### src/rtl/gpio2_pkg.sv
package gpio2_pkg;
  localparam int PINS   = 16;
  localparam int CTRL_W = 2 * PINS;
  localparam int NPORT  = 2;

  localparam int ADDR_CTRL_A = 0;
  localparam int ADDR_CTRL_B = 1;
  localparam int ADDR_DATA_A = 2;
  localparam int ADDR_DATA_B = 3;
  localparam int ADDR_IRQCFG = 4;

  typedef enum logic [2:0] {
    RD_ZERO,
    RD_CTRL_A,
    RD_CTRL_B,
    RD_LVL_A,
    RD_LVL_B
  } rdSel_e;

  typedef struct packed {
    logic   wrCtrlA;
    logic   wrCtrlB;
    logic   wrDataA;
    logic   wrDataB;
    logic   ldPeriph;
    rdSel_e rdSel;
  } gpioStrb_t;
endpackage

### src/rtl/gpio2_ctrl.sv
module gpio2_ctrl
  import gpio2_pkg::*;
#(
  parameter int ADDR_W = 3
) (
  input  logic              clk,
  input  logic              rstN,
  input  logic              busWrEn,
  input  logic [ADDR_W-1:0] busAddr,
  input  logic [CTRL_W-1:0] busWrData,
  input  logic              periphLoad,
  output gpioStrb_t         strb,
  output logic              irqCfgErr
);
  logic hitCtrlA, hitCtrlB, hitDataA, hitDataB, hitIrq;

  always_comb begin
    hitCtrlA = (busAddr == ADDR_W'(ADDR_CTRL_A));
    hitCtrlB = (busAddr == ADDR_W'(ADDR_CTRL_B));
    hitDataA = (busAddr == ADDR_W'(ADDR_DATA_A));
    hitDataB = (busAddr == ADDR_W'(ADDR_DATA_B));
    hitIrq   = (busAddr == ADDR_W'(ADDR_IRQCFG));

    strb.wrCtrlA  = busWrEn && hitCtrlA;
    strb.wrCtrlB  = busWrEn && hitCtrlB;
    strb.wrDataA  = busWrEn && hitDataA;
    strb.wrDataB  = busWrEn && hitDataB;
    strb.ldPeriph = periphLoad;

    if (hitCtrlA)      strb.rdSel = RD_CTRL_A;
    else if (hitCtrlB) strb.rdSel = RD_CTRL_B;
    else if (hitDataA) strb.rdSel = RD_LVL_A;
    else if (hitDataB) strb.rdSel = RD_LVL_B;
    else               strb.rdSel = RD_ZERO;
  end

  always_ff @(posedge clk) begin
    if (!rstN) irqCfgErr <= 1'b0;
    else       irqCfgErr <= busWrEn && hitIrq && (busWrData != '0);
  end

  AST_IRQ_FLAG_SOURCE: assert property (@(posedge clk) disable iff (!rstN)
    irqCfgErr |-> ($past(busWrEn) && ($past(busAddr) == ADDR_W'(ADDR_IRQCFG))
                   && ($past(busWrData) != '0)));

  AST_SINGLE_TARGET: assert property (@(posedge clk) disable iff (!rstN)
    $onehot0({strb.wrCtrlA, strb.wrCtrlB, strb.wrDataA, strb.wrDataB}));
endmodule

### src/rtl/gpio2_dpath.sv
module gpio2_dpath
  import gpio2_pkg::*;
#(
  parameter int NUM_SLOTS = 4
) (
  input  logic                      clk,
  input  logic                      rstN,
  input  gpioStrb_t                 strb,
  input  logic [CTRL_W-1:0]         busWrData,
  input  logic [PINS-1:0]           periphDataA,
  input  logic [PINS-1:0]           periphDirA,
  input  logic [PINS-1:0]           periphDataB,
  input  logic [PINS-1:0]           periphDirB,
  input  logic [NUM_SLOTS-1:0]      slotValid,
  input  logic [NUM_SLOTS*PINS-1:0] slotMaskA,
  input  logic [NUM_SLOTS*PINS-1:0] slotMaskB,
  output logic [CTRL_W-1:0]         rdData,
  output logic [PINS-1:0]           levelA,
  output logic [PINS-1:0]           levelB,
  output logic [PINS-1:0]           changedA,
  output logic [PINS-1:0]           changedB,
  output logic [NUM_SLOTS-1:0]      notify
);
  logic [NPORT-1:0][CTRL_W-1:0] ctrlQ;
  logic [NPORT-1:0][PINS-1:0]   dataQ, perDatQ, perDirQ, lvlQ;
  logic [NPORT-1:0][PINS-1:0]   cpuDir, pullUp, lvl, chg;
  logic [NPORT-1:0][PINS-1:0]   perDatIn, perDirIn;
  logic [NPORT-1:0]             wrCtrl, wrData;
  logic                         anyStrb;

  assign wrCtrl   = {strb.wrCtrlB, strb.wrCtrlA};
  assign wrData   = {strb.wrDataB, strb.wrDataA};
  assign perDatIn = {periphDataB, periphDataA};
  assign perDirIn = {periphDirB, periphDirA};
  assign anyStrb  = (|wrCtrl) | (|wrData) | strb.ldPeriph;

  always_ff @(posedge clk) begin
    if (!rstN) begin
      ctrlQ   <= '0;
      dataQ   <= '0;
      perDatQ <= '0;
      perDirQ <= '0;
      lvlQ    <= '0;
    end else begin
      for (int p = 0; p < NPORT; p++) begin
        if (wrCtrl[p]) ctrlQ[p] <= busWrData;
        if (wrData[p]) dataQ[p] <= busWrData[PINS-1:0];
        if (strb.ldPeriph) begin
          perDatQ[p] <= perDatIn[p];
          perDirQ[p] <= perDirIn[p];
        end
        lvlQ[p] <= lvl[p];
      end
    end
  end

  always_comb begin
    for (int p = 0; p < NPORT; p++) begin
      for (int n = 0; n < PINS; n++) begin
        cpuDir[p][n] = ctrlQ[p][2*n];
        pullUp[p][n] = ctrlQ[p][2*n+1];
      end
      lvl[p] = (cpuDir[p] & dataQ[p])
             | (perDirQ[p] & perDatQ[p])
             | (~(cpuDir[p] | perDirQ[p]) & pullUp[p]);
      chg[p] = lvl[p] ^ lvlQ[p];
    end
  end

  assign levelA   = lvl[0];
  assign levelB   = lvl[1];
  assign changedA = chg[0];
  assign changedB = chg[1];

  always_comb begin
    case (strb.rdSel)
      RD_CTRL_A: rdData = ctrlQ[0];
      RD_CTRL_B: rdData = ctrlQ[1];
      RD_LVL_A:  rdData = {{(CTRL_W-PINS){1'b0}}, lvl[0]};
      RD_LVL_B:  rdData = {{(CTRL_W-PINS){1'b0}}, lvl[1]};
      default:   rdData = '0;
    endcase
  end

  for (genvar s = 0; s < NUM_SLOTS; s++) begin : gSlot
    logic [PINS-1:0] hitA, hitB;
    assign hitA      = slotMaskA[s*PINS +: PINS] & chg[0];
    assign hitB      = slotMaskB[s*PINS +: PINS] & chg[1];
    assign notify[s] = slotValid[s] && ((hitA | hitB) != '0);

    AST_SLOT_GATED: assert property (@(posedge clk) disable iff (!rstN)
      notify[s] |-> slotValid[s]);
  end

  AST_QUIET_NO_CHANGE: assert property (@(posedge clk) disable iff (!rstN)
    !$past(anyStrb) |-> (chg == '0));

  AST_CHANGE_IS_ONE_CYCLE: assert property (@(posedge clk) disable iff (!rstN)
    ((chg != '0) && !anyStrb) |=> (chg == '0));
endmodule

### src/rtl/gpio2_wired.sv
module gpio2_wired
  import gpio2_pkg::*;
#(
  parameter int NUM_SLOTS = 4,
  parameter int ADDR_W    = 3
) (
  input  logic                      clk,
  input  logic                      rstN,
  input  logic                      busWrEn,
  input  logic [ADDR_W-1:0]         busAddr,
  input  logic [31:0]               busWrData,
  output logic [31:0]               busRdData,
  input  logic                      periphLoad,
  input  logic [15:0]               periphDataA,
  input  logic [15:0]               periphDirA,
  input  logic [15:0]               periphDataB,
  input  logic [15:0]               periphDirB,
  input  logic [NUM_SLOTS-1:0]      slotValid,
  input  logic [16*NUM_SLOTS-1:0]   slotMaskA,
  input  logic [16*NUM_SLOTS-1:0]   slotMaskB,
  output logic [15:0]               levelA,
  output logic [15:0]               levelB,
  output logic [15:0]               changedA,
  output logic [15:0]               changedB,
  output logic [NUM_SLOTS-1:0]      notify,
  output logic                      irqCfgErr
);
  gpioStrb_t strb;

  gpio2_ctrl #(.ADDR_W(ADDR_W)) uCtrl (
    .clk(clk), .rstN(rstN), .busWrEn(busWrEn), .busAddr(busAddr),
    .busWrData(busWrData), .periphLoad(periphLoad),
    .strb(strb), .irqCfgErr(irqCfgErr)
  );

  gpio2_dpath #(.NUM_SLOTS(NUM_SLOTS)) uDpath (
    .clk(clk), .rstN(rstN), .strb(strb), .busWrData(busWrData),
    .periphDataA(periphDataA), .periphDirA(periphDirA),
    .periphDataB(periphDataB), .periphDirB(periphDirB),
    .slotValid(slotValid), .slotMaskA(slotMaskA), .slotMaskB(slotMaskB),
    .rdData(busRdData), .levelA(levelA), .levelB(levelB),
    .changedA(changedA), .changedB(changedB), .notify(notify)
  );
endmodule

### config.mk
export PLATFORM = sky130hd
export DESIGN_NAME = gpio2_wired
export DESIGN_NICKNAME = d
export VERILOG_FILES = /design/src/rtl/gpio2_pkg.sv /design/src/rtl/gpio2_ctrl.sv /design/src/rtl/gpio2_dpath.sv /design/src/rtl/gpio2_wired.sv
export SDC_FILE = /design/constraint.sdc
export NUM_CORES = 1
export LEC_CHECK = 0
export ABC_AREA = 1
export ABC_CLOCK_PERIOD_IN_PS = 4000
export BUFFER_PORTS_ARGS = -buffer_cell sky130_fd_sc_hd__buf_4
export CORE_UTILIZATION = 45
export DETAILED_ROUTE_END_ITERATION = 8
export PLACE_DENSITY_LB_ADDON = 0.12
export SLEW_MARGIN = 10
export SYNTH_ARGS = -nofsm -noshare
export SYNTH_HDL_FRONTEND = slang
export SYNTH_HIERARCHICAL = 1
export SYNTH_SLANG_ARGS = --single-unit
### constraint.sdc
create_clock -name clk -period 4 [get_ports clk]
set_input_delay 0.8 -clock clk [delete_from_list [all_inputs] [get_ports clk]]
set_output_delay 0.8 -clock clk [all_outputs]
set_load 0.02 [all_outputs]
==> flow_metrics.env, run 1 <==
export IMPL_syn_avg_cell_area_um2=6.64
export IMPL_via_per_inst=5.45
export IMPL_yosys_area_top_type_share=0.404
export IMPL_die_w_um=148
export IMPL_cts_buffers=17
export IMPL_power_leakage_nw=6.14
export IMPL_clock_sinks=193
export IMPL_grt_start_max_net_pins=103
export IMPL_rows=52
export IMPL_dp_hpwl_mm=27.9
export IMPL_setup_tns_ns=0
export IMPL_fmax_mhz=281
export IMPL_ys_dominant_reg_cell="dfxtp_1"
export IMPL_max_slew_margin_rel=0.294
export IMPL_vias=11100
export IMPL_totalWireLength_mm=36.5
export IMPL_io_pins=336
export IMPL_hold_end="uDpath/perDirQ[22]"
export IMPL_drv_cap=0
export IMPL_drtIter0Drc=1068
export IMPL_cts_setup_buffers=0
export IMPL_cts_resized=0
export IMPL_dp_cells=2001
export IMPL_coreArea_um2=20600
export IMPL_clockBufferDepth=2
export IMPL_design_die_area_um2=21800
export IMPL_hp_class="reg2reg"
export IMPL_holdBufCountCts=0
export IMPL_drt_pass1_iter_count=5
export IMPL_n_fill_cell=1956
export IMPL_ys_warn_count=6
export IMPL_die_height_um=148
export IMPL_cts_tree="built"
export IMPL_overflow=0
export IMPL_regToRegSetupSlack_ns=3.03
export IMPL_synth_cell_types=25
export IMPL_antenna_found_initial=1
export IMPL_syn_area_um2=9570
export IMPL_synth_edff_count=0
export IMPL_layout_nets=1985
export IMPL_hold_viol_final=0
export IMPL_routabilityCongestion=1.03
export IMPL_clock_latency_ns=0.44
export IMPL_clockRootBuffer="clkbuf_16"
export IMPL_track_usage=0.326
export IMPL_postRouteAntennaNets=0
export IMPL_r2r_end="uDpath/lvlQ[11]"
export IMPL_r2r_cells=3
export IMPL_min_period_ns=3.56
export IMPL_slew_violations=0
export IMPL_start_util=0.465
export IMPL_min_from="uDpath/perDirQ[22]"
export IMPL_yosysTopAreaCell="dfxtp_1"
export IMPL_worstPathMaxFanout=19
export IMPL_status="completed"
export IMPL_cp_arrival_ns=2.76
export IMPL_powerDensity_nw_per_um2=369
export IMPL_synth_area_leaders="dfxtp_1, nand2_1, o21ai_0, nand3_1, nor2_1"
export IMPL_grt_pass1_wl_mm=54.4
export IMPL_ir_worst_vdd_mv=0.278
export IMPL_crit_path_end_kind="output port"
export IMPL_synthCells=1442
export IMPL_rsz0062_at_grt="false"
export IMPL_instances_no_fill=2034
export IMPL_ys_seq_area_frac=0.404
export IMPL_tightest_slew_ns=1.06
export IMPL_postSynthNetCount=1677
export IMPL_cts_htree_levels=4
export IMPL_clkTransAtPathRegs_ns=0.08
export IMPL_utilization=0.629
export IMPL_synthArstFlopShare=0
export IMPL_startpoint_type="input pin"
export IMPL_critPathRequiredTime_ns=3.20
export IMPL_drc=0
export IMPL_rr_startpoint="uDpath/cpuDir[11]"
export IMPL_whs_path_depth=2
export IMPL_final_layout_size_suffix_gt1_frac=0.231
export IMPL_worst_setup_path_type="in2out"
export IMPL_period_share=0.889
export IMPL_synth_common_cells="nand2_1, nor2_1, dfxtp_1"
export IMPL_syn2layout_area_growth_pct=35.2
export IMPL_wl_per_cell_um=17.9
export IMPL_finalClockSkew_ns=0.0146
export IMPL_yosys_register_bits=193
export IMPL_io_buffers=335
export IMPL_yosysMostFrequentCell="nand2_1"
export IMPL_grt_pass1_vias=9873
export IMPL_finalSetupViolations=0
## cells in the final DEF (no fill, tap or decap), types with 8 or more instances in the layout
| master | Yosys | final |
|---|---|---|
| buf_4 | 3 | 346 |
| nand2_1 | 248 | 248 |
| a21oi_1 | 132 | 132 |
| a221oi_1 | 16 | 16 |
| nand3_2 | 10 | 10 |
| o22ai_1 | 16 | 16 |
| dfxtp_1 | 193 | 193 |
| clkbuf_16 | 0 | 17 |
| nand2_2 | 9 | 9 |
| o21ai_0 | 168 | 168 |
| nor2_1 | 210 | 210 |
| nand3_1 | 159 | 159 |
| inv_1 | 147 | 146 |
| and2_1 | 28 | 28 |
| o21ai_1 | 8 | 8 |
| nand3b_1 | 26 | 26 |
## through the flow
stage	area [um^2]	worst slack (ns)	hold slack [ns]	total power, mW
finish	12900	0.445	0.472	4.77
global route	12900	0.302	0.498	4.95
CTS	12900	0.425	0.472	4.78
detailed placement	12300	0.468	0.462	3.05
global placement	12300	0.550	0.456	3.03
floorplan	9570	1.05	0.443	2.58
## kinds of logic after synthesis
| family | Yosys count | synth area share |
|---|---|---|
| buf+inv | 213 | 0.0863 |
| flops | 193 | 0.404 |
| compound gates | 340 | 0.186 |
| simple gates | 696 | 0.324 |
## worst max-delay path, cell delays in order
cell and delay, ns:
buf_4 0.14, nor2_1 0.32, nand2_1 0.13, nand2_1 0.19
nand3_2 0.43, buf_4 0.39, o22ai_1 0.19, buf_4 0.17
## metal layers
metal / vias to the layer above / GRT usage / routed length (um)
met2: 530 / 0.526 / 16600
met4: 0 / 0.109 / 893
met5: - / 0 / 0
met3: 53 / 0.0469 / 2910
met1: 5132 / 0.445 / 16000
li1: 5375 / - / -
## worst max-delay path by stage
stage                         end  slack (ns)        from  cells after the start
global placement    busRdData[31]        0.55  busAddr[2]                      8
CTS                 busRdData[22]        0.43  busAddr[2]                      8
global route        busRdData[30]        0.30  busAddr[2]                      8
finish              busRdData[22]        0.44  busAddr[2]                      8
floorplan           busRdData[15]        1.05  busAddr[0]                      7
detailed placement  busRdData[22]        0.47  busAddr[2]                      8
## where the power goes
group / switching, mW / internal, mW
combinational: 0.567 / 0.395
sequential: 0.0471 / 2.01
clock: 0.887 / 0.867
total: 1.50 / 3.27
## flip-flops by register name (all words and copies together), names as in the netlist
register	count
uDpath/cpuDir	32
uDpath/ctrlQ	32
uDpath/dataQ	32
uDpath/lvlQ	32
uDpath/perDatQ	32
uDpath/perDirQ	32
uCtrl/irqCfgErr	1
## area by class of cell
class,instances,area [um^2],area share
clock inverters,15,199,0.0154
repair buffers,348,2640,0.204
diodes,1,2.50,0.000194
flip-flops and latches,193,3860,0.299
multi-input cells,1036,4890,0.378
clock buffers,17,425,0.0329
inverters,154,578,0.0447
well taps,270,338,0.0261
(Power assumes the default switching activity.)
==> run 2, diff against run 1 <==
Settings changed: ABC_AREA 1 to unset.
==> flow_metrics.env, run 2 <==
export IMPL_final_cell_mix="buf_4, dfxtp_1, mux2i_1, nor2b_1, a22oi_1"
export IMPL_drtIter0Drc=634
export IMPL_syn2layout_area_growth_pct=35.4
export IMPL_die_height_um=149
export IMPL_r2r_end="uDpath/lvlQ[20]"
export IMPL_clock_sinks=193
export IMPL_clkTransAtPathRegs_ns=0.06
export IMPL_top_layer="met4"
export IMPL_io_pins=336
export IMPL_coreArea_um2=21200
export IMPL_n_fill_cell=1900
export IMPL_regToRegSetupSlack_ns=2.48
export IMPL_met3_length_mm=2.31
export IMPL_period_share=0.972
export IMPL_synthArstFlopShare=0
export IMPL_dpl_worst_slack_ns=0.553
export IMPL_worst_setup_path_type="reg2out"
export IMPL_crit_path_end_kind="output port"
export IMPL_dp_hpwl_mm=28.7
export IMPL_startpoint_type="flop"
export IMPL_min_period_ns=3.89
export IMPL_cts_resized=0
export IMPL_ys_dominant_reg_cell="dfxtp_1"
export IMPL_rows=53
export IMPL_drc=0
export IMPL_finalSetupViolations=0
export IMPL_antenna_found_initial=1
export IMPL_routabilityCongestion=0.960
export IMPL_cts_setup_buffers=0
export IMPL_whs_path_depth=2
export IMPL_crit_path_start="uDpath/cpuDir[9]"
export IMPL_design_die_area_um2=22300
export IMPL_layout_commonest_cell="buf_4"
export IMPL_yosys_area_top_type_share=0.396
export IMPL_path_cells="nor3b_1 > a221oi_2 > xnor2_1 > a2111oi_0 > nand3_1 > o41a_1 > buf_4"
export IMPL_power_leakage_nw=5.78
export IMPL_diodes=0
export IMPL_cp_slowest_stage_delay_ns=0.66
export IMPL_fmax_mhz=257
export IMPL_finalClockSkew_ns=0.00844
export IMPL_ys_warn_count=6
export IMPL_max_slew_margin_rel=0.267
export IMPL_hold_viol_final=0
export IMPL_yosysTopAreaCell="dfxtp_1"
export IMPL_layout_nets=1569
export IMPL_met1Wirelength_mm=15.0
export IMPL_clockBufferDepth=2
export IMPL_die_w_um=149
export IMPL_synth_cell_types=32
export IMPL_synth_edff_count=0
export IMPL_cts_buffers=17
export IMPL_ir_worst_vdd_mv=0.263
export IMPL_cpMaxStageDelayCell="a2111oi_0"
export IMPL_wl_per_cell_um=22.7
export IMPL_rsz0062_at_grt="false"
export IMPL_ys_seq_area_frac=0.396
export IMPL_totalWireLength_mm=36.8
export IMPL_p_total_mw=4.51
export IMPL_hold_end="uDpath/perDatQ[3]"
export IMPL_synth_area_leaders="dfxtp_1, mux2i_1, nor2b_1, a22oi_1, nor3b_1"
export IMPL_postSynthNetCount=1246
export IMPL_drt_pass1_iter_count=5
export IMPL_syn_avg_cell_area_um2=9.65
export IMPL_drv_cap=0
export IMPL_start_util=0.461
export IMPL_track_usage=0.323
export IMPL_io_buffers=335
export IMPL_r2r_cells=4
export IMPL_tightest_slew_ns=1.10
export IMPL_powerDensity_nw_per_um2=342
export IMPL_slew_violations=0
export IMPL_synthCells=1011
export IMPL_setup_tns_ns=0
export IMPL_grt_pass1_wl_mm=52.4
export IMPL_rr_startpoint="uDpath/cpuDir[20]"
export IMPL_yosys_register_bits=193
export IMPL_via_per_inst=5.48
export IMPL_grt_pass1_vias=8432
export IMPL_status="completed"
export IMPL_synth_common_cells="dfxtp_1, mux2i_1, nor2b_1"
export IMPL_route_met2_wl_mm=18.7
export IMPL_setup_ws_ns=0.110
export IMPL_clock_latency_ns=0.44
export IMPL_grt_start_max_net_pins=84
export IMPL_final_layout_size_suffix_gt1_frac=0.313
export IMPL_postRouteAntennaNets=0
export IMPL_cp_arrival_ns=3.09
export IMPL_cts_htree_levels=4
export IMPL_cts_tree="built"
export IMPL_holdBufCountCts=0
export IMPL_vias=8888
export IMPL_worstPathMaxFanout=5
export IMPL_min_from="uDpath/perDatQ[3]"
export IMPL_overflow=0
export IMPL_critPathRequiredTime_ns=3.20
export IMPL_syn_area_um2=9760
export IMPL_clockRootBuffer="clkbuf_16"
export IMPL_hp_class="reg2reg"
export IMPL_utilization=0.625
export IMPL_yosysMostFrequentCell="dfxtp_1"
## run 2: changes by cell type in the layout (fill, tap and decap cells not counted), moves of 26 or more
cell | previous run | this run
nand2_1 | 248 | 45
nor2_1 | 210 | 18
mux2i_1 | 0 | 188
nor2b_1 | 0 | 181
o21ai_0 | 168 | 16
nand3_1 | 159 | 8
a21oi_1 | 132 | 0
inv_1 | 146 | 20
a22oi_1 | 0 | 80
nor3b_1 | 0 | 32
nand3b_1 | 26 | 0
## run 2: layer usage
layer	vias up	track usage
li1	4237	-
met1	4263	0.386
met2	343	0.580
met3	45	0.0612
met4	0	0.103
met5	-	0
## run 2: power by group
group | internal (mW) | total, mW | leakage, nW | switching [mW]
clock | 0.885 | 1.64 | 0.283 | 0.755
sequential | 1.99 | 2.04 | 1.57 | 0.0567
combinational | 0.403 | 0.831 | 3.93 | 0.428
## run 2: critical path: cells and delay by family, from the launching register on
| family | cells | cell delay [ns] |
|---|---|---|
| buffers and inverters | 1 | 0.17 |
| XOR/XNOR | 1 | 0.25 |
| AO/OA/AOI/OAI | 3 | 1.59 |
| flip-flops | 1 | 0.40 |
| AND/OR/NAND/NOR | 2 | 0.24 |
## run 2: how the worst max path moves through the flow
| stage | endpoint | slack (ns) | cells past startpoint |
|---|---|---|---|
| final | notify[0] | 0.11 | 7 |
| after global routing | notify[0] | 0.01 | 7 |
| after CTS | notify[0] | 0.1 | 7 |
| after detailed placement | notify[0] | 0.55 | 7 |
| after global placement | notify[3] | 0.62 | 7 |
| after floorplan | busRdData[0] | 0.79 | 8 |
## run 2: layout make-up
| class | instances | area, um^2 | area share |
|---|---|---|---|
| well taps | 275 | 344 | 0.0260 |
| flip-flops and latches | 193 | 3860 | 0.292 |
| clock inverters | 10 | 75.1 | 0.00568 |
| multi-input cells | 732 | 5580 | 0.423 |
| clock buffers | 22 | 494 | 0.0374 |
| repair buffers | 370 | 2780 | 0.210 |
| inverters | 20 | 75.1 | 0.00568 |
## run 2: cells by family after synthesis
group | count (synthesis) | synth area share
flops | 193 | 0.396
buf+inv | 86 | 0.0339
xor+xnor | 33 | 0.0296
simple gates | 358 | 0.220
mux | 188 | 0.193
compound gates | 153 | 0.127
## run 2: stage by stage
step | hold WS (ns) | cell area [um^2] | std cells
after floorplan | 0.483 | 9760 | 1011
after global placement | 0.497 | 12600 | 1590
after detailed placement | 0.509 | 12600 | 1590
after CTS | 0.524 | 13200 | 1622
after global routing | 0.544 | 13200 | 1622
final | 0.525 | 13200 | 1622
==> run 3, diff against run 2 <==
Settings changed: CTS_CLUSTER_DIAMETER set to 200, PLACE_DENSITY set to 0.73, PLACE_DENSITY_LB_ADDON 0.12 to unset.
==> flow_metrics.env, run 3 (synthesized netlist as in run 2, its figures left out) <==
export IMPL_finalSetupViolations=0
export IMPL_p_sw_mw=1.22
export IMPL_clockRootBuffer="clkbuf_16"
export IMPL_worst_setup_path_type="reg2out"
export IMPL_hold_viol_final=0
export IMPL_vias=8954
export IMPL_design_die_area_um2=22300
export IMPL_power_frac_clock=0.371
export IMPL_cts_setup_buffers=0
export IMPL_final_layout_size_suffix_gt1_frac=0.307
export IMPL_hold_end="uDpath/dataQ[4]"
export IMPL_cts_tree="built"
export IMPL_p_total_mw=4.57
export IMPL_layout_commonest_cell="buf_4"
export IMPL_p_comb_frac=0.182
export IMPL_dp_hpwl_mm=28.5
export IMPL_wl_per_cell_um=22.6
export IMPL_antenna_found_initial=1
export IMPL_hp_class="reg2reg"
export IMPL_finalClockSkew_ns=0.00811
export IMPL_power_frac_seq=0.448
export IMPL_grt_pass1_wl_mm=52.3
export IMPL_layout_nets=1562
export IMPL_io_buffers=335
export IMPL_syn2layout_area_growth_pct=35.3
export IMPL_min_period_ns=3.79
export IMPL_die_w_um=149
export IMPL_clockBufferDepth=2
export IMPL_track_usage=0.322
export IMPL_fmax_mhz=264
export IMPL_die_height_um=149
export IMPL_cts_resized=0
export IMPL_startpoint_type="flop"
export IMPL_rsz0062_at_grt="false"
export IMPL_tightest_slew_ns=1.16
export IMPL_start_util=0.461
export IMPL_via_per_inst=5.54
export IMPL_crit_path_end_kind="output port"
export IMPL_multi_input_area_um2=5580
export IMPL_powerDensity_nw_per_um2=346
export IMPL_max_slew_margin_rel=0.228
export IMPL_drtIter0Drc=702
export IMPL_rr_startpoint="uDpath/cpuDir[31]"
export IMPL_setup_tns_ns=0
export IMPL_slew_violations=0
export IMPL_fin_area_um2=13200
export IMPL_whs_path_depth=2
export IMPL_regToRegSetupSlack_ns=1.94
export IMPL_grt_start_max_net_pins=108
export IMPL_final_cell_mix="buf_4, dfxtp_1, mux2i_1, nor2b_1, a22oi_1"
export IMPL_io_pins=336
export IMPL_status="completed"
export IMPL_n_fill_cell=1823
export IMPL_ir_worst_vdd_mv=0.309
export IMPL_cp_arrival_ns=2.99
export IMPL_p_int_mw=3.35
export IMPL_drv_cap=0
export IMPL_placedInstanceArea_um2=12600
export IMPL_utilization=0.624
export IMPL_worstPathMaxFanout=5
export IMPL_power_leakage_nw=5.75
export IMPL_grt_pass1_vias=8714
export IMPL_clkTransAtPathRegs_ns=0.07
export IMPL_routabilityCongestion=1.01
export IMPL_cts_htree_levels=4
export IMPL_switching_share=0.267
export IMPL_rows=53
export IMPL_regArea_um2=3860
export IMPL_holdBufCountCts=0
export IMPL_r2r_cells=4
export IMPL_overflow=0
export IMPL_totalWireLength_mm=36.6
export IMPL_postRouteAntennaNets=0
export IMPL_clock_latency_ns=0.44
export IMPL_drt_pass1_iter_count=6
export IMPL_r2r_end="uDpath/lvlQ[31]"
export IMPL_min_from="uDpath/dataQ[4]"
export IMPL_instances_no_fill=1616
export IMPL_cts_buffers=17
export IMPL_coreArea_um2=21200
export IMPL_clock_sinks=193
export IMPL_dp_cells=1583
export IMPL_period_share=0.948
export IMPL_critPathRequiredTime_ns=3.20
export IMPL_drc=0
-- run 3: cell count changes in the layout (fill, tap and decap cells not counted), moves of 2 or more --
cell / delta
buf_4: -8
clkbuf_1: +2
clkinv_2: -2
clkinv_4: -2
clkinvlp_4: +3
inv_6: -3
-- run 3: how the worst max path moves through the flow --
stage | start | to | depth (start not counted)
final | uDpath/ctrlQ[9] | notify[3] | 7
after global routing | uDpath/ctrlQ[9] | notify[0] | 7
after CTS | uDpath/ctrlQ[9] | notify[0] | 7
after detailed placement | busAddr[2] | busRdData[9] | 8
after global placement | busAddr[2] | busRdData[9] | 8
after floorplan | busAddr[2] | busRdData[0] | 8
-- run 3: power groups by stage --
stage,sequential [mW],combinational [mW],clock [mW]
floorplan,2.07,0.404,0
global placement,2.09,0.816,0
detailed placement,2.09,0.819,0
CTS,2.04,0.821,1.71
global route,2.05,0.873,1.80
finish,2.05,0.829,1.69
-- run 3: worst max-delay path: stages (launching register included) --
cell	delay, ns
dfxtp_1	0.36
nor3b_1	0.16
a221oi_1	0.64
xnor2_1	0.33
a22oi_1	0.31
nand3_1	0.17
o41a_1	0.42
buf_4	0.17
-- run 3: area by class of cell --
type / instances / area share
Inverter: 20 / 0.00569
Clock buffer: 25 / 0.0391
Timing Repair Buffer: 363 / 0.207
Antenna cell: 1 / 0.000190
Clock inverter: 7 / 0.00559
Sequential cell: 193 / 0.293
Tap cell: 275 / 0.0261
Multi-Input combinational cell: 732 / 0.423
-- run 3: stage by stage --
step	hold WS (ns)	setup WS (ns)
global placement	0.497	0.691
CTS	0.524	0.241
floorplan	0.483	0.789
finish	0.522	0.207
detailed placement	0.503	0.682
global route	0.542	0.0649
-- run 3: layer usage --
layer	wire length, um	track usage	vias up
met4	1630	0.168	0
li1	-	-	4224
met3	2530	0.0642	83
met1	14100	0.363	4235
met2	18400	0.571	412
met5	0	0	-
